**src/rtl/wprot_pkg.sv**
```systemverilog
package wprot_pkg;
  localparam int DATA_W = 16;
  localparam int FIELD_W = 2;
  localparam int SLOT_W = 5;

  typedef struct packed {
    logic              protWe;
    logic              bankWe;
    logic [SLOT_W-1:0] slot;
    logic              blocked;
  } wrStrobe_t;
endpackage

```
**src/rtl/wprot_field.sv**
```systemverilog
module wprot_field
  import wprot_pkg::*;
(
  input  logic               clk,
  input  logic               rstN,
  input  logic               we,
  input  logic [FIELD_W-1:0] din,
  output logic [FIELD_W-1:0] q
);
  // q[1] = lock, q[0] = protect
  always_ff @(posedge clk or negedge rstN) begin
    if (!rstN) begin
      q <= '0;
    end else if (we && !q[1]) begin
      q <= din;
    end
  end
endmodule

```
**src/rtl/wprot_ctrl.sv**
```systemverilog
module wprot_ctrl
  import wprot_pkg::*;
#(
  parameter int ADDR_W   = 4,
  parameter int CLK_REGS = 4,
  parameter int PIN_REGS = 5
) (
  input  logic              clk,
  input  logic              rstN,
  input  logic              busWr,
  input  logic [ADDR_W-1:0] busAddr,
  input  logic [DATA_W-1:0] busWdata,
  output wrStrobe_t         strobe,
  output logic [3:0]        protFields,
  output logic              writeIgnored
);
  localparam logic [ADDR_W-1:0] CLK_LO = ADDR_W'(1);
  localparam logic [ADDR_W-1:0] CLK_HI = ADDR_W'(CLK_REGS);
  localparam logic [ADDR_W-1:0] PIN_LO = ADDR_W'(CLK_REGS + 1);
  localparam logic [ADDR_W-1:0] PIN_HI = ADDR_W'(CLK_REGS + PIN_REGS);

  logic inClk, inPin, isProt;
  logic [ADDR_W-1:0] offset;

  always_comb begin
    isProt = (busAddr == '0);
    inClk  = (busAddr >= CLK_LO) && (busAddr <= CLK_HI);
    inPin  = (busAddr >= PIN_LO) && (busAddr <= PIN_HI);
    offset = busAddr - CLK_LO;
    strobe.protWe  = busWr && isProt;
    strobe.blocked = busWr && ((inClk && protFields[2]) || (inPin && protFields[0]));
    strobe.bankWe  = busWr && (inClk || inPin) && !strobe.blocked;
    strobe.slot    = SLOT_W'(offset);
  end

  // field 0 = pin group (bits 1:0), field 1 = clock group (bits 3:2)
  for (genvar g = 0; g < 2; g++) begin : gField
    wprot_field u_field (
      .clk  (clk),
      .rstN (rstN),
      .we   (strobe.protWe),
      .din  (busWdata[g*FIELD_W +: FIELD_W]),
      .q    (protFields[g*FIELD_W +: FIELD_W])
    );
  end

  always_ff @(posedge clk or negedge rstN) begin
    if (!rstN) begin
      writeIgnored <= 1'b0;
    end else begin
      writeIgnored <= strobe.blocked;
    end
  end
endmodule

```
**src/rtl/wprot_bank.sv**
```systemverilog
module wprot_bank
  import wprot_pkg::*;
#(
  parameter int ADDR_W   = 4,
  parameter int CLK_REGS = 4,
  parameter int PIN_REGS = 5
) (
  input  logic                         clk,
  input  logic                         rstN,
  input  wrStrobe_t                    strobe,
  input  logic [DATA_W-1:0]            busWdata,
  input  logic [ADDR_W-1:0]            busAddr,
  input  logic [3:0]                   protFields,
  output logic [DATA_W-1:0]            busRdata,
  output logic [CLK_REGS*DATA_W-1:0]   clkCfg,
  output logic [PIN_REGS*DATA_W-1:0]   pinCfg
);
  localparam int NREG = CLK_REGS + PIN_REGS;

  logic [NREG*DATA_W-1:0] bankFlat;

  for (genvar i = 0; i < NREG; i++) begin : gReg
    logic [DATA_W-1:0] q;
    always_ff @(posedge clk or negedge rstN) begin
      if (!rstN) begin
        q <= '0;
      end else if (strobe.bankWe && strobe.slot == SLOT_W'(i)) begin
        q <= busWdata;
      end
    end
    assign bankFlat[i*DATA_W +: DATA_W] = q;
  end

  assign clkCfg = bankFlat[CLK_REGS*DATA_W-1:0];
  assign pinCfg = bankFlat[NREG*DATA_W-1:CLK_REGS*DATA_W];

  always_comb begin
    busRdata = '0;
    if (busAddr == '0) begin
      busRdata = {{(DATA_W-4){1'b0}}, protFields};
    end
    for (int i = 0; i < NREG; i++) begin
      if (busAddr == ADDR_W'(i + 1)) begin
        busRdata = bankFlat[i*DATA_W +: DATA_W];
      end
    end
  end
endmodule

```
**src/rtl/wprot_top.sv**
```systemverilog
module wprot_top
  import wprot_pkg::*;
#(
  parameter int ADDR_W   = 4,
  parameter int CLK_REGS = 4,
  parameter int PIN_REGS = 5
) (
  input  logic                       clk,
  input  logic                       rstN,
  input  logic                       busWr,
  input  logic [ADDR_W-1:0]          busAddr,
  input  logic [15:0]                busWdata,
  output logic [15:0]                busRdata,
  output logic                       writeIgnored,
  output logic [CLK_REGS*16-1:0]     clkCfg,
  output logic [PIN_REGS*16-1:0]     pinCfg
);
  wrStrobe_t  strobe;
  logic [3:0] protFields;

  wprot_ctrl #(.ADDR_W(ADDR_W), .CLK_REGS(CLK_REGS), .PIN_REGS(PIN_REGS)) u_ctrl (
    .clk          (clk),
    .rstN         (rstN),
    .busWr        (busWr),
    .busAddr      (busAddr),
    .busWdata     (busWdata),
    .strobe       (strobe),
    .protFields   (protFields),
    .writeIgnored (writeIgnored)
  );

  wprot_bank #(.ADDR_W(ADDR_W), .CLK_REGS(CLK_REGS), .PIN_REGS(PIN_REGS)) u_bank (
    .clk        (clk),
    .rstN       (rstN),
    .strobe     (strobe),
    .busWdata   (busWdata),
    .busAddr    (busAddr),
    .protFields (protFields),
    .busRdata   (busRdata),
    .clkCfg     (clkCfg),
    .pinCfg     (pinCfg)
  );
endmodule

```
**config.mk**
```make
export PLATFORM = sky130hd
export DESIGN_NAME = wprot_top
export DESIGN_NICKNAME = d
export VERILOG_FILES = /design/src/rtl/wprot_pkg.sv /design/src/rtl/wprot_field.sv /design/src/rtl/wprot_ctrl.sv /design/src/rtl/wprot_bank.sv /design/src/rtl/wprot_top.sv
export SDC_FILE = /design/constraint.sdc
export NUM_CORES = 1
export LEC_CHECK = 0
export BUFFER_PORTS_ARGS = -buffer_cell sky130_fd_sc_hd__clkbuf_2
export CAP_MARGIN = 10
export CORE_MARGIN = 3
export CORE_UTILIZATION = 32
export DETAILED_ROUTE_END_ITERATION = 8
export SYNTH_ARGS = -nofsm -noshare
export SYNTH_HDL_FRONTEND = slang
export SYNTH_SLANG_ARGS = --single-unit
```
**constraint.sdc**
```tcl
create_clock -name clk -period 3.5 [get_ports clk]
set_input_delay 0.35 -clock clk [delete_from_list [all_inputs] [get_ports clk]]
set_output_delay 0.35 -clock clk [all_outputs]
set_load 0.1 [all_outputs]
```
==> metrics.txt <==
number of H-tree levels=4; post-detailed-route count of antenna-violating nets=0; part of the power in registers=28.0%; relative max-transition margin=50.6%; fraction of registers with async set/reset=100%; final core utilization=42.3%; post-CTS setup repair buffer count=0; proportion of layout cells with a drive suffix above 1=52.9%; outcome=complete, no violations; net count of the mapped netlist=586; area of the mapped netlist=7260 um^2; placeable core region=22000 um^2; clock tree buffer depth=2; cell count after synthesis=563; overall die height=157 um; kind of start point of the critical path=input pin; start point of the critical path=busAddr[1]; setup_tns=0 ns; syn_area_per_cell=12.9 um^2; starting utilization of the core area=33.0%; maximum number of pins on one net before global-route repair=78; Final Hold Fails=0; vias in the first global route=5563; most common library cell in the layout ignoring fill and taps=clkbuf_2; number of buffers added by the clock tree synthesis step=17; GRT met3 Usage=4.29%; global-route wire length before repair=35.7 mm; capturing point of the worst reg2reg path=u_bank.gReg[6].q[12]$_DFFE_PN0P_; total area of multi-input combinational cells=3310 um^2; area taken by flip-flops and latches=3730 um^2; worst clock skew=0.00867 ns; CTS Hold Bufs=1; total of buffers placed on input and output ports=183; antenna diode count=0; min-delay worst type=in -> reg; net switching power=4820 uW; Comb power frac=50.2%; root buffer selected by CTS=clkbuf_16; latest clock arrival within the worst-skew pair=0.42 ns; Net Sw Frac=53.9%; Total Power=8950 uW; overall global routing resource usage=19.3%; met2 GRT Util=29.4%; Die Footprint=24500 um^2; CP Data Required Time=3.15 ns; total routed wirelength=23.7 mm; growth of design area from synthesis to finish=28.3%; clock network fraction of total power=21.8%; number of top-level design ports=184; number of DRC violations after detailed routing=0; worst hold start=busWr; Netlist cell types=62; floorplan row count=54; Final nets=761; number of antenna violations at the first check in global routing=0; number of violations reported at the end of detailed-routing iteration 0=403; GRT overflow=0; total of warnings raised by yosys=0; routed vias=5448; reg2reg setup slack=1.40 ns; Max Fanout on Critical Path=27; Leakage Power=0.00439 uW; critical path endpoint category=primary output; highest clock rate=357 MHz; floorplan die width=157 um; number of inserted filler cells in the final layout=2115; DP HPWL=16.6 mm; FF-to-FF Start=u_ctrl.gField[0].u_field.q[0]$_DFFE_PN0P_; count of pins over their slew limit=0; number of flops mapped to enable cells by yosys=0; setup repair after global routing missed its margin=no; internal power consumption=4130 uW; Placer Congestion=0.795; Power Density=962 nW/um^2; sequential fraction of the synthesis area=51.4%; data arrival time of the worst path=2.45 ns; busiest grt layer=met2; pin slew with the least headroom to its limit=0.741 ns; number of cells on the worst reg-to-reg path=4; Worst-path clk slew=0.06 ns; #FFs+latches synth=149; commonest cells after routing, fill and taps aside=165 x clkbuf_2, 149 x dfrtp_1, 141 x mux2_2, 28 x mux2i_1, 27 x nor2_1; number of detailed-route iterations in the first pass=4; number of gates resized after cts=0; number of setup violations in the final report=0; last element of the critical path=busRdata[12]; mean number of vias per cell=5.29; count of max-cap constraint violations=0; clk sinks=149; portion of the clock cycle consumed by the worst path in the final layout=80.1%; TritonCTS clock tree=built; ys flop type=dfrtp_1; detailed-route wire length per cell=23.0 um; met1 Resource Use GR=27.5%; clock period minus final worst setup slack=2.80 ns; Setup CP Type=in -> out; worst IR drop on VDD=508 uV
==> worst max-delay path: stages <==
cell and delay, ns:
clkbuf_2 0.50, buf_4 0.34, nand4b_1 0.23, o22ai_1 0.32
a31oi_1 0.13, a311o_1 0.37, buf_12 0.20
==> worst min path at each step <==
stage | endpoint | cells after the start
after floorplan | u_bank.gReg[0].q[0]$_DFFE_PN0P_ | 0
after global placement | u_bank.gReg[4].q[10]$_DFFE_PN0P_ | 1
after detailed placement | u_bank.gReg[4].q[10]$_DFFE_PN0P_ | 1
after CTS | u_ctrl.writeIgnored$_DFF_PN0_ | 2
after global routing | u_ctrl.writeIgnored$_DFF_PN0_ | 2
final | u_ctrl.writeIgnored$_DFF_PN0_ | 2
==> flip-flops by register name (all words and copies together) (netlist names) <==
| signal | count |
|---|---|
| u_ctrl.gField.u_field.q | 4 |
| u_bank.gReg.q | 144 |
| u_ctrl.writeIgnored | 1 |
==> cell usage after synthesis, types with 2 or more instances <==
cell,count,area share [%]
dfrtp_1,149,51
buf_4,6,0.62
nand3_1,12,0.83
a22oi_1,7,0.72
mux2_2,141,22
nand2b_1,8,0.69
a211o_1,6,0.72
buf_1,5,0.26
nand3b_1,2,0.21
nand2_2,4,0.34
a2111o_1,2,0.31
a22o_1,5,0.60
o21a_1,2,0.21
nand3_2,3,0.41
o21ai_0,11,0.76
mux2i_1,28,3.9
o221ai_1,2,0.24
nor2_1,27,1.4
nor3b_1,2,0.21
inv_1,3,0.16
mux2_4,10,2.1
nor2b_1,12,1.0
clkbuf_1,9,0.47
nand2_1,7,0.36
o32ai_1,2,0.24
a21o_1,5,0.52
o22ai_1,16,1.4
a221oi_1,4,0.48
a211oi_1,6,0.62
buf_6,3,0.47
buf_2,15,1.0
a21oi_1,17,1.2
o2111ai_1,3,0.36
==> per-stage QoR <==
stage	hold WS (ns)	std cells	setup WS, ns	instance area [um^2]
floorplan	0.0544	563	0.0110	7280
global placement	0.434	998	0.784	8680
detailed placement	0.440	998	0.786	8680
CTS	0.240	1030	0.785	9310
global route	0.257	1030	0.615	9310
finish	0.265	1030	0.696	9310
==> routing by layer <==
layer	wire length, um	up-vias
met3	1500	27
met2	11100	182
li1	-	2445
met1	10700	2794
met5	0	-
met4	370	0
==> final cells by class <==
class / count / share of cell area (%)
multi-input combinational: 371 / 35.5
sequential: 149 / 40.0
inverter: 4 / 0.161
clock inverter: 10 / 1.56
clock buffer: 21 / 5.16
tap: 280 / 3.76
timing repair buffer: 195 / 13.8
==> power groups by stage <==
stage	clock network [uW]	registers (uW)	logic [uW]
6_report	1950	2500	4500
4_1_cts	1990	2500	4520
2_1_floorplan	0	5310	846
3_5_place_dp	0	2530	4520
5_1_grt	2050	2560	4630
3_3_place_gp	0	2520	4490
==> cell families after synthesis <==
family	Yosys count	share of synthesized area, %
AO/OA/AOI/OAI	97	9.53
buffers and inverters	43	3.33
flip-flops	149	51.4
multiplexers	180	28.1
AND/OR/NAND/NOR	94	7.67
Power figures use the tool's default switching activity.
